### config.mk
export PLATFORM = sky130hd
export DESIGN_NAME = io_freeze_seq
export DESIGN_NICKNAME = d
export VERILOG_FILES = /design/src/rtl/iofrz_pkg.sv /design/src/rtl/iofrz_timer.sv /design/src/rtl/iofrz_simple_chan.sv /design/src/rtl/iofrz_ext_chan.sv /design/src/rtl/io_freeze_seq.sv
export SDC_FILE = /design/constraint.sdc
export NUM_CORES = 1
export LEC_CHECK = 0
export ABC_AREA = 1
export ABC_CLOCK_PERIOD_IN_PS = 1500
export BUFFER_PORTS_ARGS = -buffer_cell sky130_fd_sc_hd__buf_2
export CAP_MARGIN = 15
export CORE_MARGIN = 3
export CORE_UTILIZATION = 36
export DETAILED_ROUTE_END_ITERATION = 6
export SYNTH_ARGS = -nofsm -noshare
export SYNTH_HDL_FRONTEND = slang
export SYNTH_SLANG_ARGS = --single-unit
export TNS_END_PERCENT = 20
### constraint.sdc
create_clock -name clk -period 1.5 [get_ports clk]
set_input_delay 0.075 -clock clk [delete_from_list [all_inputs] [get_ports clk]]
set_output_delay 0.075 -clock clk [all_outputs]
set_load 0.02 [all_outputs]
### src/rtl/iofrz_pkg.sv
package iofrz_pkg;

   typedef enum logic [1:0] {
      ST_IDLE,
      ST_ACT,
      ST_WAIT,
      ST_FIN
   } iofrz_state_e;

   typedef struct packed {
      logic slew_n;
      logic wkpu_n;
      logic tri_n;
      logic bhold_n;
      logic cfg_done;
   } pad_ctl_t;

   typedef struct packed {
      pad_ctl_t pad;
      logic     reg_rst;
      logic     term_rst;
      logic     dll_rst;
      logic     cal_en;
   } ext_ctl_t;

   localparam pad_ctl_t PAD_FROZEN = '{slew_n: 1'b0, wkpu_n: 1'b0, tri_n: 1'b0,
                                       bhold_n: 1'b0, cfg_done: 1'b0};

   function automatic int ceil_div(input int num, input int den);
      return (num + den - 1) / den;
   endfunction

   function automatic int max2(input int a, input int b);
      return (a > b) ? a : b;
   endfunction

endpackage

### src/rtl/iofrz_timer.sv
// Wait counter: counts system cycles or oscillator ticks down to zero.
module iofrz_timer #(
   parameter int TW = 10
) (
   input  logic          clk,
   input  logic          rst_n,
   input  logic          load,
   input  logic          load_osc,
   input  logic [TW-1:0] load_val,
   input  logic          osc_tick,
   output logic          expired
);
   logic [TW-1:0] cnt;
   logic          osc_mode;

   always_ff @(posedge clk or negedge rst_n) begin
      if (!rst_n) begin
         cnt      <= '0;
         osc_mode <= 1'b0;
      end else if (load) begin
         cnt      <= load_val;
         osc_mode <= load_osc;
      end else if (cnt != '0 && (!osc_mode || osc_tick)) begin
         cnt <= cnt - 1'b1;
      end
   end

   assign expired = (cnt == '0);

   AST_TMR_OSC_GATE: assert property (@(posedge clk) disable iff (!rst_n)
      (!load && osc_mode && !osc_tick) |=> $stable(cnt));

endmodule

### src/rtl/iofrz_simple_chan.sv
// Plain channel: five pad controls, updated only on an applied step.
module iofrz_simple_chan import iofrz_pkg::*; (
   input  logic       clk,
   input  logic       rst_n,
   input  logic       apply,
   input  logic       thaw,
   input  logic [2:0] step,
   output pad_ctl_t   ctl
);
   always_ff @(posedge clk or negedge rst_n) begin
      if (!rst_n) begin
         ctl <= PAD_FROZEN;
      end else if (apply) begin
         if (!thaw) begin
            case (step)
               3'd0: begin
                  ctl.slew_n <= 1'b0;
                  ctl.wkpu_n <= 1'b0;
                  ctl.tri_n  <= 1'b0;
               end
               default: begin
                  ctl.bhold_n  <= 1'b0;
                  ctl.cfg_done <= 1'b0;
               end
            endcase
         end else begin
            case (step)
               3'd0: begin
                  ctl.bhold_n  <= 1'b1;
                  ctl.cfg_done <= 1'b1;
               end
               3'd1: begin
                  ctl.wkpu_n <= 1'b1;
                  ctl.tri_n  <= 1'b1;
               end
               default: ctl.slew_n <= 1'b1;
            endcase
         end
      end
   end

   AST_S_HOLD_AFTER_ISOLATE: assert property (@(posedge clk) disable iff (!rst_n)
      $fell(ctl.bhold_n) |-> (!ctl.slew_n && !ctl.wkpu_n && !ctl.tri_n));
   AST_S_SLEW_LAST: assert property (@(posedge clk) disable iff (!rst_n)
      $rose(ctl.slew_n) |-> (ctl.wkpu_n && ctl.tri_n && ctl.bhold_n));

endmodule

### src/rtl/iofrz_ext_chan.sv
// Extended channel: pad controls plus regulator/termination/DLL/calibration.
module iofrz_ext_chan import iofrz_pkg::*; (
   input  logic       clk,
   input  logic       rst_n,
   input  logic       apply,
   input  logic       thaw,
   input  logic [2:0] step,
   output ext_ctl_t   ctl
);
   always_ff @(posedge clk or negedge rst_n) begin
      if (!rst_n) begin
         ctl.pad      <= PAD_FROZEN;
         ctl.reg_rst  <= 1'b1;
         ctl.term_rst <= 1'b1;
         ctl.dll_rst  <= 1'b1;
         ctl.cal_en   <= 1'b0;
      end else if (apply) begin
         if (!thaw) begin
            case (step)
               3'd0: begin
                  ctl.pad.slew_n <= 1'b0;
                  ctl.pad.wkpu_n <= 1'b0;
                  ctl.pad.tri_n  <= 1'b0;
               end
               3'd1: begin
                  ctl.pad.bhold_n  <= 1'b0;
                  ctl.pad.cfg_done <= 1'b0;
                  ctl.reg_rst      <= 1'b1;
                  ctl.term_rst     <= 1'b1;
               end
               default: begin
                  ctl.cal_en  <= 1'b0;
                  ctl.dll_rst <= 1'b1;
               end
            endcase
         end else begin
            case (step)
               3'd0: ctl.dll_rst <= 1'b0;
               3'd1: ctl.cal_en  <= 1'b1;
               3'd2: begin
                  ctl.pad.bhold_n  <= 1'b1;
                  ctl.pad.cfg_done <= 1'b1;
                  ctl.term_rst     <= 1'b0;
               end
               3'd3: begin
                  ctl.pad.wkpu_n <= 1'b1;
                  ctl.pad.tri_n  <= 1'b1;
               end
               3'd4: ctl.reg_rst <= 1'b0;
               default: ctl.pad.slew_n <= 1'b1;
            endcase
         end
      end
   end

   AST_X_CAL_AFTER_DLL: assert property (@(posedge clk) disable iff (!rst_n)
      $rose(ctl.cal_en) |-> !ctl.dll_rst);
   AST_X_HOLD_AFTER_CAL: assert property (@(posedge clk) disable iff (!rst_n)
      $rose(ctl.pad.bhold_n) |-> ctl.cal_en);
   AST_X_DLL_LAST: assert property (@(posedge clk) disable iff (!rst_n)
      $rose(ctl.dll_rst) |-> (!ctl.pad.bhold_n && ctl.reg_rst && ctl.term_rst));

endmodule

### src/rtl/io_freeze_seq.sv
// Freeze/thaw sequencer: walks plain channels in ascending order, then the
// extended channel. Freeze wins when both requests are high.
module io_freeze_seq import iofrz_pkg::*; #(
   parameter int NUM_SIMPLE     = 3,
   parameter int CLK_PERIOD_NS  = 10,
   parameter int SIMPLE_GAP_NS  = 20,
   parameter int EXT_GAP_NS     = 40,
   parameter int LONG_OSC_CYC   = 1000,
   parameter int SHORT_OSC_CYC  = 33
) (
   input  logic                  clk,
   input  logic                  rst_n,
   input  logic                  seq_sel,
   input  logic                  osc_tick,
   input  logic                  freeze_req,
   input  logic                  thaw_req,
   output logic                  busy,
   output logic                  done,
   output logic [NUM_SIMPLE:0]   frozen,
   output logic [NUM_SIMPLE-1:0] s_slew_n,
   output logic [NUM_SIMPLE-1:0] s_wkpu_n,
   output logic [NUM_SIMPLE-1:0] s_tri_n,
   output logic [NUM_SIMPLE-1:0] s_bhold_n,
   output logic [NUM_SIMPLE-1:0] s_cfg_done,
   output logic                  x_slew_n,
   output logic                  x_wkpu_n,
   output logic                  x_tri_n,
   output logic                  x_bhold_n,
   output logic                  x_cfg_done,
   output logic                  x_reg_rst,
   output logic                  x_term_rst,
   output logic                  x_dll_rst,
   output logic                  x_cal_en
);
   localparam int NCH       = NUM_SIMPLE + 1;
   localparam int CH_W      = (NCH > 1) ? $clog2(NCH) : 1;
   localparam int GAP_S_CYC = ceil_div(SIMPLE_GAP_NS, CLK_PERIOD_NS);
   localparam int GAP_X_CYC = ceil_div(EXT_GAP_NS, CLK_PERIOD_NS);
   localparam int MAX_WAIT  = max2(max2(GAP_S_CYC, GAP_X_CYC), max2(LONG_OSC_CYC, SHORT_OSC_CYC));
   localparam int TW        = $clog2(MAX_WAIT + 1);
   localparam logic [CH_W-1:0] EXT_IDX = CH_W'(NUM_SIMPLE);

   if (NUM_SIMPLE < 1) begin : g_chk_simple
      $error("NUM_SIMPLE must be at least 1");
   end
   if (CLK_PERIOD_NS < 1 || SIMPLE_GAP_NS < 1 || EXT_GAP_NS < 1) begin : g_chk_ns
      $error("clock period and gaps must be positive");
   end
   if (LONG_OSC_CYC < 1 || SHORT_OSC_CYC < 1) begin : g_chk_osc
      $error("oscillator waits must be positive");
   end

   iofrz_state_e    state;
   logic [CH_W-1:0] ch;
   logic [2:0]      step;
   logic            thaw_r;
   logic            apply;
   logic            st_last;
   logic            st_osc;
   logic [TW-1:0]   st_wait;
   logic            tmr_expired;
   logic            any_req;
   logic            want_thaw;
   logic            already;

   assign any_req   = seq_sel && (freeze_req || thaw_req);
   assign want_thaw = !freeze_req;
   assign already   = want_thaw ? (frozen == '0) : (&frozen);
   assign apply     = (state == ST_ACT);
   assign busy      = (state == ST_ACT) || (state == ST_WAIT);
   assign done      = (state == ST_FIN);

   // Step plan: wait that follows each step, and which step ends a channel.
   always_comb begin
      st_last = 1'b0;
      st_osc  = 1'b0;
      st_wait = '0;
      if (ch == EXT_IDX) begin
         if (thaw_r) begin
            case (step)
               3'd0, 3'd3, 3'd4: st_wait = TW'(GAP_X_CYC);
               3'd1: begin st_wait = TW'(LONG_OSC_CYC);  st_osc = 1'b1; end
               3'd2: begin st_wait = TW'(SHORT_OSC_CYC); st_osc = 1'b1; end
               default: st_last = 1'b1;
            endcase
         end else begin
            case (step)
               3'd0, 3'd1: st_wait = TW'(GAP_X_CYC);
               default:    st_last = 1'b1;
            endcase
         end
      end else if (thaw_r) begin
         case (step)
            3'd0, 3'd1: st_wait = TW'(GAP_S_CYC);
            default:    st_last = 1'b1;
         endcase
      end else begin
         case (step)
            3'd0:    st_wait = TW'(GAP_S_CYC);
            default: st_last = 1'b1;
         endcase
      end
   end

   always_ff @(posedge clk or negedge rst_n) begin
      if (!rst_n) begin
         state  <= ST_IDLE;
         ch     <= '0;
         step   <= '0;
         thaw_r <= 1'b0;
         frozen <= '1;
      end else begin
         case (state)
            ST_IDLE: begin
               if (any_req) begin
                  if (already) begin
                     state <= ST_FIN;
                  end else begin
                     state  <= ST_ACT;
                     thaw_r <= want_thaw;
                     ch     <= '0;
                     step   <= '0;
                  end
               end
            end
            ST_ACT: begin
               if (st_last) begin
                  frozen[ch] <= !thaw_r;
                  step       <= '0;
                  if (ch == EXT_IDX) begin
                     state <= ST_FIN;
                  end else begin
                     ch <= ch + 1'b1;
                  end
               end else begin
                  step  <= step + 1'b1;
                  state <= ST_WAIT;
               end
            end
            ST_WAIT: begin
               if (tmr_expired) state <= ST_ACT;
            end
            default: state <= ST_IDLE;
         endcase
      end
   end

   iofrz_timer #(.TW(TW)) i_timer (
      .clk      (clk),
      .rst_n    (rst_n),
      .load     (apply && !st_last),
      .load_osc (st_osc),
      .load_val (st_wait),
      .osc_tick (osc_tick),
      .expired  (tmr_expired)
   );

   for (genvar gi = 0; gi < NUM_SIMPLE; gi++) begin : g_simple
      pad_ctl_t ctl;
      iofrz_simple_chan i_chan (
         .clk   (clk),
         .rst_n (rst_n),
         .apply (apply && (ch == CH_W'(gi))),
         .thaw  (thaw_r),
         .step  (step),
         .ctl   (ctl)
      );
      assign s_slew_n[gi]   = ctl.slew_n;
      assign s_wkpu_n[gi]   = ctl.wkpu_n;
      assign s_tri_n[gi]    = ctl.tri_n;
      assign s_bhold_n[gi]  = ctl.bhold_n;
      assign s_cfg_done[gi] = ctl.cfg_done;
   end

   ext_ctl_t xctl;
   iofrz_ext_chan i_ext (
      .clk   (clk),
      .rst_n (rst_n),
      .apply (apply && (ch == EXT_IDX)),
      .thaw  (thaw_r),
      .step  (step),
      .ctl   (xctl)
   );
   assign x_slew_n   = xctl.pad.slew_n;
   assign x_wkpu_n   = xctl.pad.wkpu_n;
   assign x_tri_n    = xctl.pad.tri_n;
   assign x_bhold_n  = xctl.pad.bhold_n;
   assign x_cfg_done = xctl.pad.cfg_done;
   assign x_reg_rst  = xctl.reg_rst;
   assign x_term_rst = xctl.term_rst;
   assign x_dll_rst  = xctl.dll_rst;
   assign x_cal_en   = xctl.cal_en;

   AST_BUSY_DONE_EXCL: assert property (@(posedge clk) disable iff (!rst_n)
      !(busy && done));
   AST_DONE_ONE_CYCLE: assert property (@(posedge clk) disable iff (!rst_n)
      done |=> !done);
   AST_STATUS_AT_STEP: assert property (@(posedge clk) disable iff (!rst_n)
      !$stable(frozen) |-> $past(state == ST_ACT));
   AST_IDLE_HOLD: assert property (@(posedge clk) disable iff (!rst_n)
      (state == ST_IDLE) |=> ($stable(s_slew_n) && $stable(s_bhold_n) && $stable(s_tri_n)
                              && $stable(x_dll_rst) && $stable(x_cal_en) && $stable(frozen)));
   AST_BUSY_IGNORES_REQ: assert property (@(posedge clk) disable iff (!rst_n)
      (state == ST_WAIT && !tmr_expired) |=> (state == ST_WAIT || state == ST_ACT));

endmodule

---- Yosys cells after proc, flatten, opt, wreduce, memory -nomap -nowiden ----
Index checks and enable logic that the tools add are counted.
storage, ports and cells
  bits of input ports ..................... 6
  memory bits (writable) .................. 0
  output and inout port bits .............. 30
  memory bits (read-only) ................. 0
  bits in latches ......................... 0
  logic and storage cells ................. 165
  register bits after elaboration ......... 47
  memories kept ........................... 0
cells by class
  shifts and indexed selects .............. 0
  order comparisons ....................... 2
  reductions and logical operators ........ 50
  divide/modulo/power cells ............... 0
  bitwise gates (word level) .............. 1
  mux-type cells .......................... 53
  add/sub/neg operators ................... 3
  equal/unequal tests ..................... 25
  multipliers ............................. 0
operator list
  cell                     count
  $reduce_and A3 Y1        18
  $mux W10                 5
  $mux W2                  17
  $pmux W10 S3             1
  $mux W1                  17
  $ne A2 B1 Y1 const B     8
  $mux W3                  5
  $ne A2 B2 Y1 const B     6
  $logic_not A10 Y1        1
  $reduce_bool A10 Y1      1
  $sub A10 B1 Y10 const B  1
  $mux W9                  1
  $eq A2 B2 Y1 const B     4
  $logic_and A1 B1 Y1      8
  $reduce_bool A2 Y1       4
  $eq A3 B2 Y1 const B     2
  $pmux W2 S3              1
  $pmux W3 S2              1
  $mux W5                  1
  $reduce_and A5 Y1        1
  $reduce_or A5 Y1         1
  $bwmux W4                1
  $eq A2 B1 Y1 const B     2
  $logic_not A1 Y1         4
  19 further kinds         23

---- Logic depth before layout (Yosys ltp) ----
  depth after elaboration ................. 8
  mapped depth ............................ 12

---- Hierarchy ----
Synthesis repeated with hierarchy kept, for this count alone.
unflattened totals
  cell total of the unflattened synthesis .. 392
  area, all modules ....................... 2713.9 µm²
by module, submodules not included
  module             seq. area each (µm²)  instances  cells an instance  area an instance (µm²)
  io_freeze_seq      305.3                 1          136                985.9
  iofrz_timer        275.3                 1          130                789.5
  iofrz_simple_chan  75.1                  3          24                 177.7
  iofrz_ext_chan     178.9                 1          54                 405.4

---- Worst setup path before layout ----
No wires, ideal clock.
  path kind ............................... register -> register
  from .................................... register step[1]
  to ...................................... register i_timer.cnt[6]
  slack ................................... -0.079 ns
  setup time .............................. 0.117 ns
  arrival time ............................ 1.462 ns
  data required time ...................... 1.383 ns
  stages on the path, launching flop included .. 13
  cell sequence ........................... dfrtp_1 > inv_1 > ha_1 > inv_1 > nand3_2 > nand3_2 > nand2_4 > nand2_4 > buf_6 > nand2_1 > nand2_1 > nand2_1 > nand2_1
between the ends
  word-level cells in the longest chain between the ends .. 8
  elaborated cells on any way between the ends .. 21
RTL lines
  what                                                                          line                                                           text
  start, declared                                                               io_freeze_seq.sv:55                                            logic [2:0] step;
  start signal, assigned                                                        io_freeze_seq.sv:136                                           step <= step + 1'b1;
  $eq A3 B1 Y1, or another cell as far along                                    io_freeze_seq.sv:80, io_freeze_seq.sv:87, io_freeze_seq.sv:93
  $reduce_or A5 Y1 (no source line) / $reduce_or A2 Y1 (equally long branches)  --
  $mux W1, on equally long branches                                             io_freeze_seq.sv:80, io_freeze_seq.sv:87, io_freeze_seq.sv:93
  $mux W1, on equally long branches                                             io_freeze_seq.sv:79, io_freeze_seq.sv:92
  $mux W1                                                                       io_freeze_seq.sv:78                                            if (ch == EXT_IDX) begin
  $logic_not A1 Y1                                                              io_freeze_seq.sv:151                                           .load (apply && !st_last),
  $logic_and A1 B1 Y1                                                           io_freeze_seq.sv:151
  $mux W10 / $reduce_bool A2 Y1 (equally long branches)                         --
  end signal, assigned                                                          iofrz_timer.sv:21                                              cnt <= load_val;
  end signal, assigned                                                          iofrz_timer.sv:24                                              cnt <= cnt - 1'b1;
  end, declared                                                                 iofrz_timer.sv:13                                              logic [TW-1:0] cnt;
Parallel ways exist; a longest one is shown, timed or not.
A chain may end at the register's enable or synchronous reset.

---- Worst setup path in the final report ----
  from .................................... register step[1]
  to ...................................... register i_timer.cnt[1]
Same word-level chain as after synthesis.

==> results.md <==
- Shortest period the worst path allows: 1.54 ns
- Diode count: 0
- Mean area per synthesized cell: 7.89 um2
- Number of nets in the layout: 405
- Final cell area excluding filler cells: 3230 um2
- # port buffers: 35
- Final hold viol count: 0
- Non-Filler Instances: 461
- Count of cell types in the netlist: 30
- H-tree Lvls: 2
- DP Cell Count: 446
- Multi-input gate area: between 1000 and 1500 um2
- Most Crowded Layer GR: met2
- Worst endpoint data arrival time: between 1.5 and 2 ns
- Fraction of layout instances using a drive strength above 1: 39.3%
- Startpoint-to-endpoint class of the critical path: flip-flop to flip-flop
- Maximum clock frequency: 651 MHz
- Met3 GRT Util: roughly 3.4%
- Worst path required time: 1.69 ns
- Violations in the final reports: setup timing
- Net count after synthesis: 327
- Max-slew headroom at the worst pin: 68.2%
- Number of instances in the synthesized netlist: ~310
- Area contributors post-synth: sky130_fd_sc_hd__dfrtp_1, sky130_fd_sc_hd__nand2_1, sky130_fd_sc_hd__ha_1, sky130_fd_sc_hd__dfstp_2, sky130_fd_sc_hd__o21ai_0
- Setup slack after layout: -0.0362 ns
- Hold path depth: 2
- Sequential cell area in the final layout: 985 um2
- Routed Wire Length: 5850 um
- Launch point of the critical path: step[1]
- Worst Reg-to-Reg Cells: 11
- Starting Density: 37.5%
- Reg clk slew, reported paths: 0.08 ns
- Overall power after layout: 6.56 mW
- Combined area of all synthesized cells: 2410 um2
- CTS tree: done
- Critical path capture point type: flip-flop
- Tightest Pin Transition: 0.477 ns
- Residual overflow from global routing: 0
- Vertical die dimension: 87.8 um
- Total iterations of the first detailed-routing run: 4
- Critical-path cell with the highest stage delay: sky130_fd_sc_hd__dfrtp_1
- Area overhead of the layout relative to synthesis: 34.2%
- Max-cap violations: 0
- Total leakage power: 1.73 nW
- Crit-path max FO: 8
- Area leader, netlist: sky130_fd_sc_hd__dfrtp_1
- Antenna viol nets, final: 0
- Placed instance area: 2920 um2
- # clock sinks: 39
- Synth top area share: 33.3%
- Boundary Pins: 36
- Launching point of the worst reg2reg path: step[1]
- Clock Skew: 0.00730 ns
- Wire length of the first global-routing pass: 10100 um
- Worst Setup Start Kind: flip-flop
- Fill count: 622
- Maximum count of clock buffers along a single path: 2
- Total CTS buffers: 5
- Ratio of total power to cell area: 2030 nW/um2
- Number of global-route vias before repair: 2209
- Largest stage delay, worst path: just over 0.4 ns
- Launch instance of the worst min-delay path: freeze_req
- Std cell rows: 29
- CTS root buf: sky130_fd_sc_hd__clkbuf_8
- Dominant delay contributor by cell family on the critical path: simple AND/OR/NAND/NOR gates
- Peak ir drop on the vdd network: 0.000683 V
- GRT met1 Usage: 21.9%
- Portion of the post-synthesis area used by sequential elements: 40.9%
- Core Footprint: 6420 um2
- Clock insertion delay at the later pin of the skew report: roughly 0.29 ns
- Floorplan die width: about 88 um
- Met2 usage in global routing: around 27%
- Worst-path cell chain: inv_2, ha_4, nand2_4, nand2_4, nand3_4, nand2_4, nand2_8, nand2_1, o21ai_0, nand2_1, inv_1
- Routed length per instance: 12.7 um
- Number of setup violations in the final report: 5
- Number of gates on the worst path with buffers counted: 11
- Slew Viols, Final: 0
- Result of the run: finished, violations left
- Antenna violations before repair: 0
- Residual DRC count: 0
- Warnings from Yosys: 0
- Min-delay worst type: input port to flip-flop
- Combined global-route utilization of all metal layers: 16.5%
- Starting DRT DRC Count: 97
- Cell occurring most often along the worst timing path: sky130_fd_sc_hd__nand2_4
- Synthesized flop and latch total: 39
- DIE AREA: 7700 um2
- Final Wtd Congestion: roughly 0.85
- Vias post-DR: 2215
- Worst path bufs/invs: 2
- Setup_tns: -0.0852 ns
- DR vias/cell: slightly below 5
- Unrepaired setup endpoints after global routing: yes
- HPWL after detailed placement: 4470 um
- Maximum number of pins on one net before global-route repair: 21
- Part of the cycle the worst path needs: 102%
-- cell usage in the layout (no fill, tap or decap), types with 7 or more instances in the layout --
cell / synthesis / routed
sky130_fd_sc_hd__dfrtp_1: 32 / 32
sky130_fd_sc_hd__nor2_1: 24 / 21
sky130_fd_sc_hd__ha_1: 16 / 12
sky130_fd_sc_hd__nand2_4: 6 / 8
sky130_fd_sc_hd__nand2_2: 3 / 10
sky130_fd_sc_hd__o21ai_0: 34 / 28
sky130_fd_sc_hd__inv_1: 33 / 22
sky130_fd_sc_hd__nand3_1: 11 / 7
sky130_fd_sc_hd__nand2_1: 87 / 78
sky130_fd_sc_hd__inv_2: 2 / 13
sky130_fd_sc_hd__nand3_2: 4 / 8
sky130_fd_sc_hd__dfstp_2: 7 / 7
sky130_fd_sc_hd__buf_2: 2 / 35
sky130_fd_sc_hd__buf_4: 9 / 42
sky130_fd_sc_hd__o21ai_1: 3 / 8
-- power by group --
part | total, mW | leakage [nW] | internal (mW) | switching (mW)
Clock | 0.889 | 0.0581 | 0.496 | 0.394
Combinational | 3.99 | 1.18 | 1.67 | 2.32
Sequential | 1.68 | 0.493 | 1.40 | 0.287
Total | 6.56 | 1.73 | 3.56 | 3.00
-- kinds of logic after synthesis --
family | Yosys count | share of synthesized area [%]
compound gates | 47 | 10.2
xor+xnor | 5 | 1.82
fa+ha+maj | 16 | 8.32
buf+inv | 49 | 9.67
flops | 39 | 40.9
simple gates | 149 | 29.1
-- per-stage QoR --
step	utilization (%)	hold slack, ns	worst slack [ns]
floorplan	-	-0.221	0.0340
global placement	45.5	0.0553	-0.0115
detailed placement	45.5	0.0638	-0.0708
CTS	48.4	0.0155	-0.0217
global route	50.3	0.0465	-0.111
finish	50.3	0.0241	-0.0362
-- synth_stat cells (all sizes together) --
cell / number
a21oi: 6
a31oi: 2
a41oi: 1
buf: 12
dfrtp: 32
dfstp: 7
ha: 16
inv: 37
nand2: 96
nand3: 16
nand3b: 2
nand4: 5
nor2: 25
nor3: 3
o21ai: 37
o41ai: 1
or2: 2
xnor2: 1
xor2: 4
-- state kept, by name, indices dropped and copies added, names as in the netlist --
register and count:
g_simple.i_chan.ctl 9, ch 2, step 3, i_timer.osc_mode 1, frozen 4, thaw_r 1
i_timer.cnt 10, i_ext.ctl 7, state 2
-- path summary, 6_finish.rpt --
kind	to	slack (ns)
setup / recovery	i_timer.cnt[1]	-0.04
hold / removal	thaw_r	0.02
setup reg to reg	i_timer.cnt[1]	-0.04
hold reg to reg	i_ext.ctl[1]	0.49
max in group asynchronous	frozen[3]	0.68
min in group asynchronous	g_simple[2].i_chan.ctl[2]	0.26
-- area by class of cell --
cell class / count / share of cell area [%]
well taps: 77 / 2.98
multi-input cells: 219 / 41.5
clock inverters: 3 / 1.36
repair buffers: 81 / 16.9
inverters: 37 / 4.61
clock buffers: 5 / 2.13
flip-flops and latches: 39 / 30.5
-- per-layer routing --
metal / routed length, um / vias to the layer above
met3: 198 / 6
met2: 2780 / 45
met5: 0 / -
met4: 76 / 0
met1: 2800 / 1037
li1: - / 1127
-- repair_timing --
item	CTS	global route
resized for setup	18	31
buffers inserted	0	4
setup endpoints to repair	20	30
cloned	1	1
hold endpoints to repair	16	0
pin swaps	3	8
hold buffers	1	0
(Power assumes the default switching activity.)
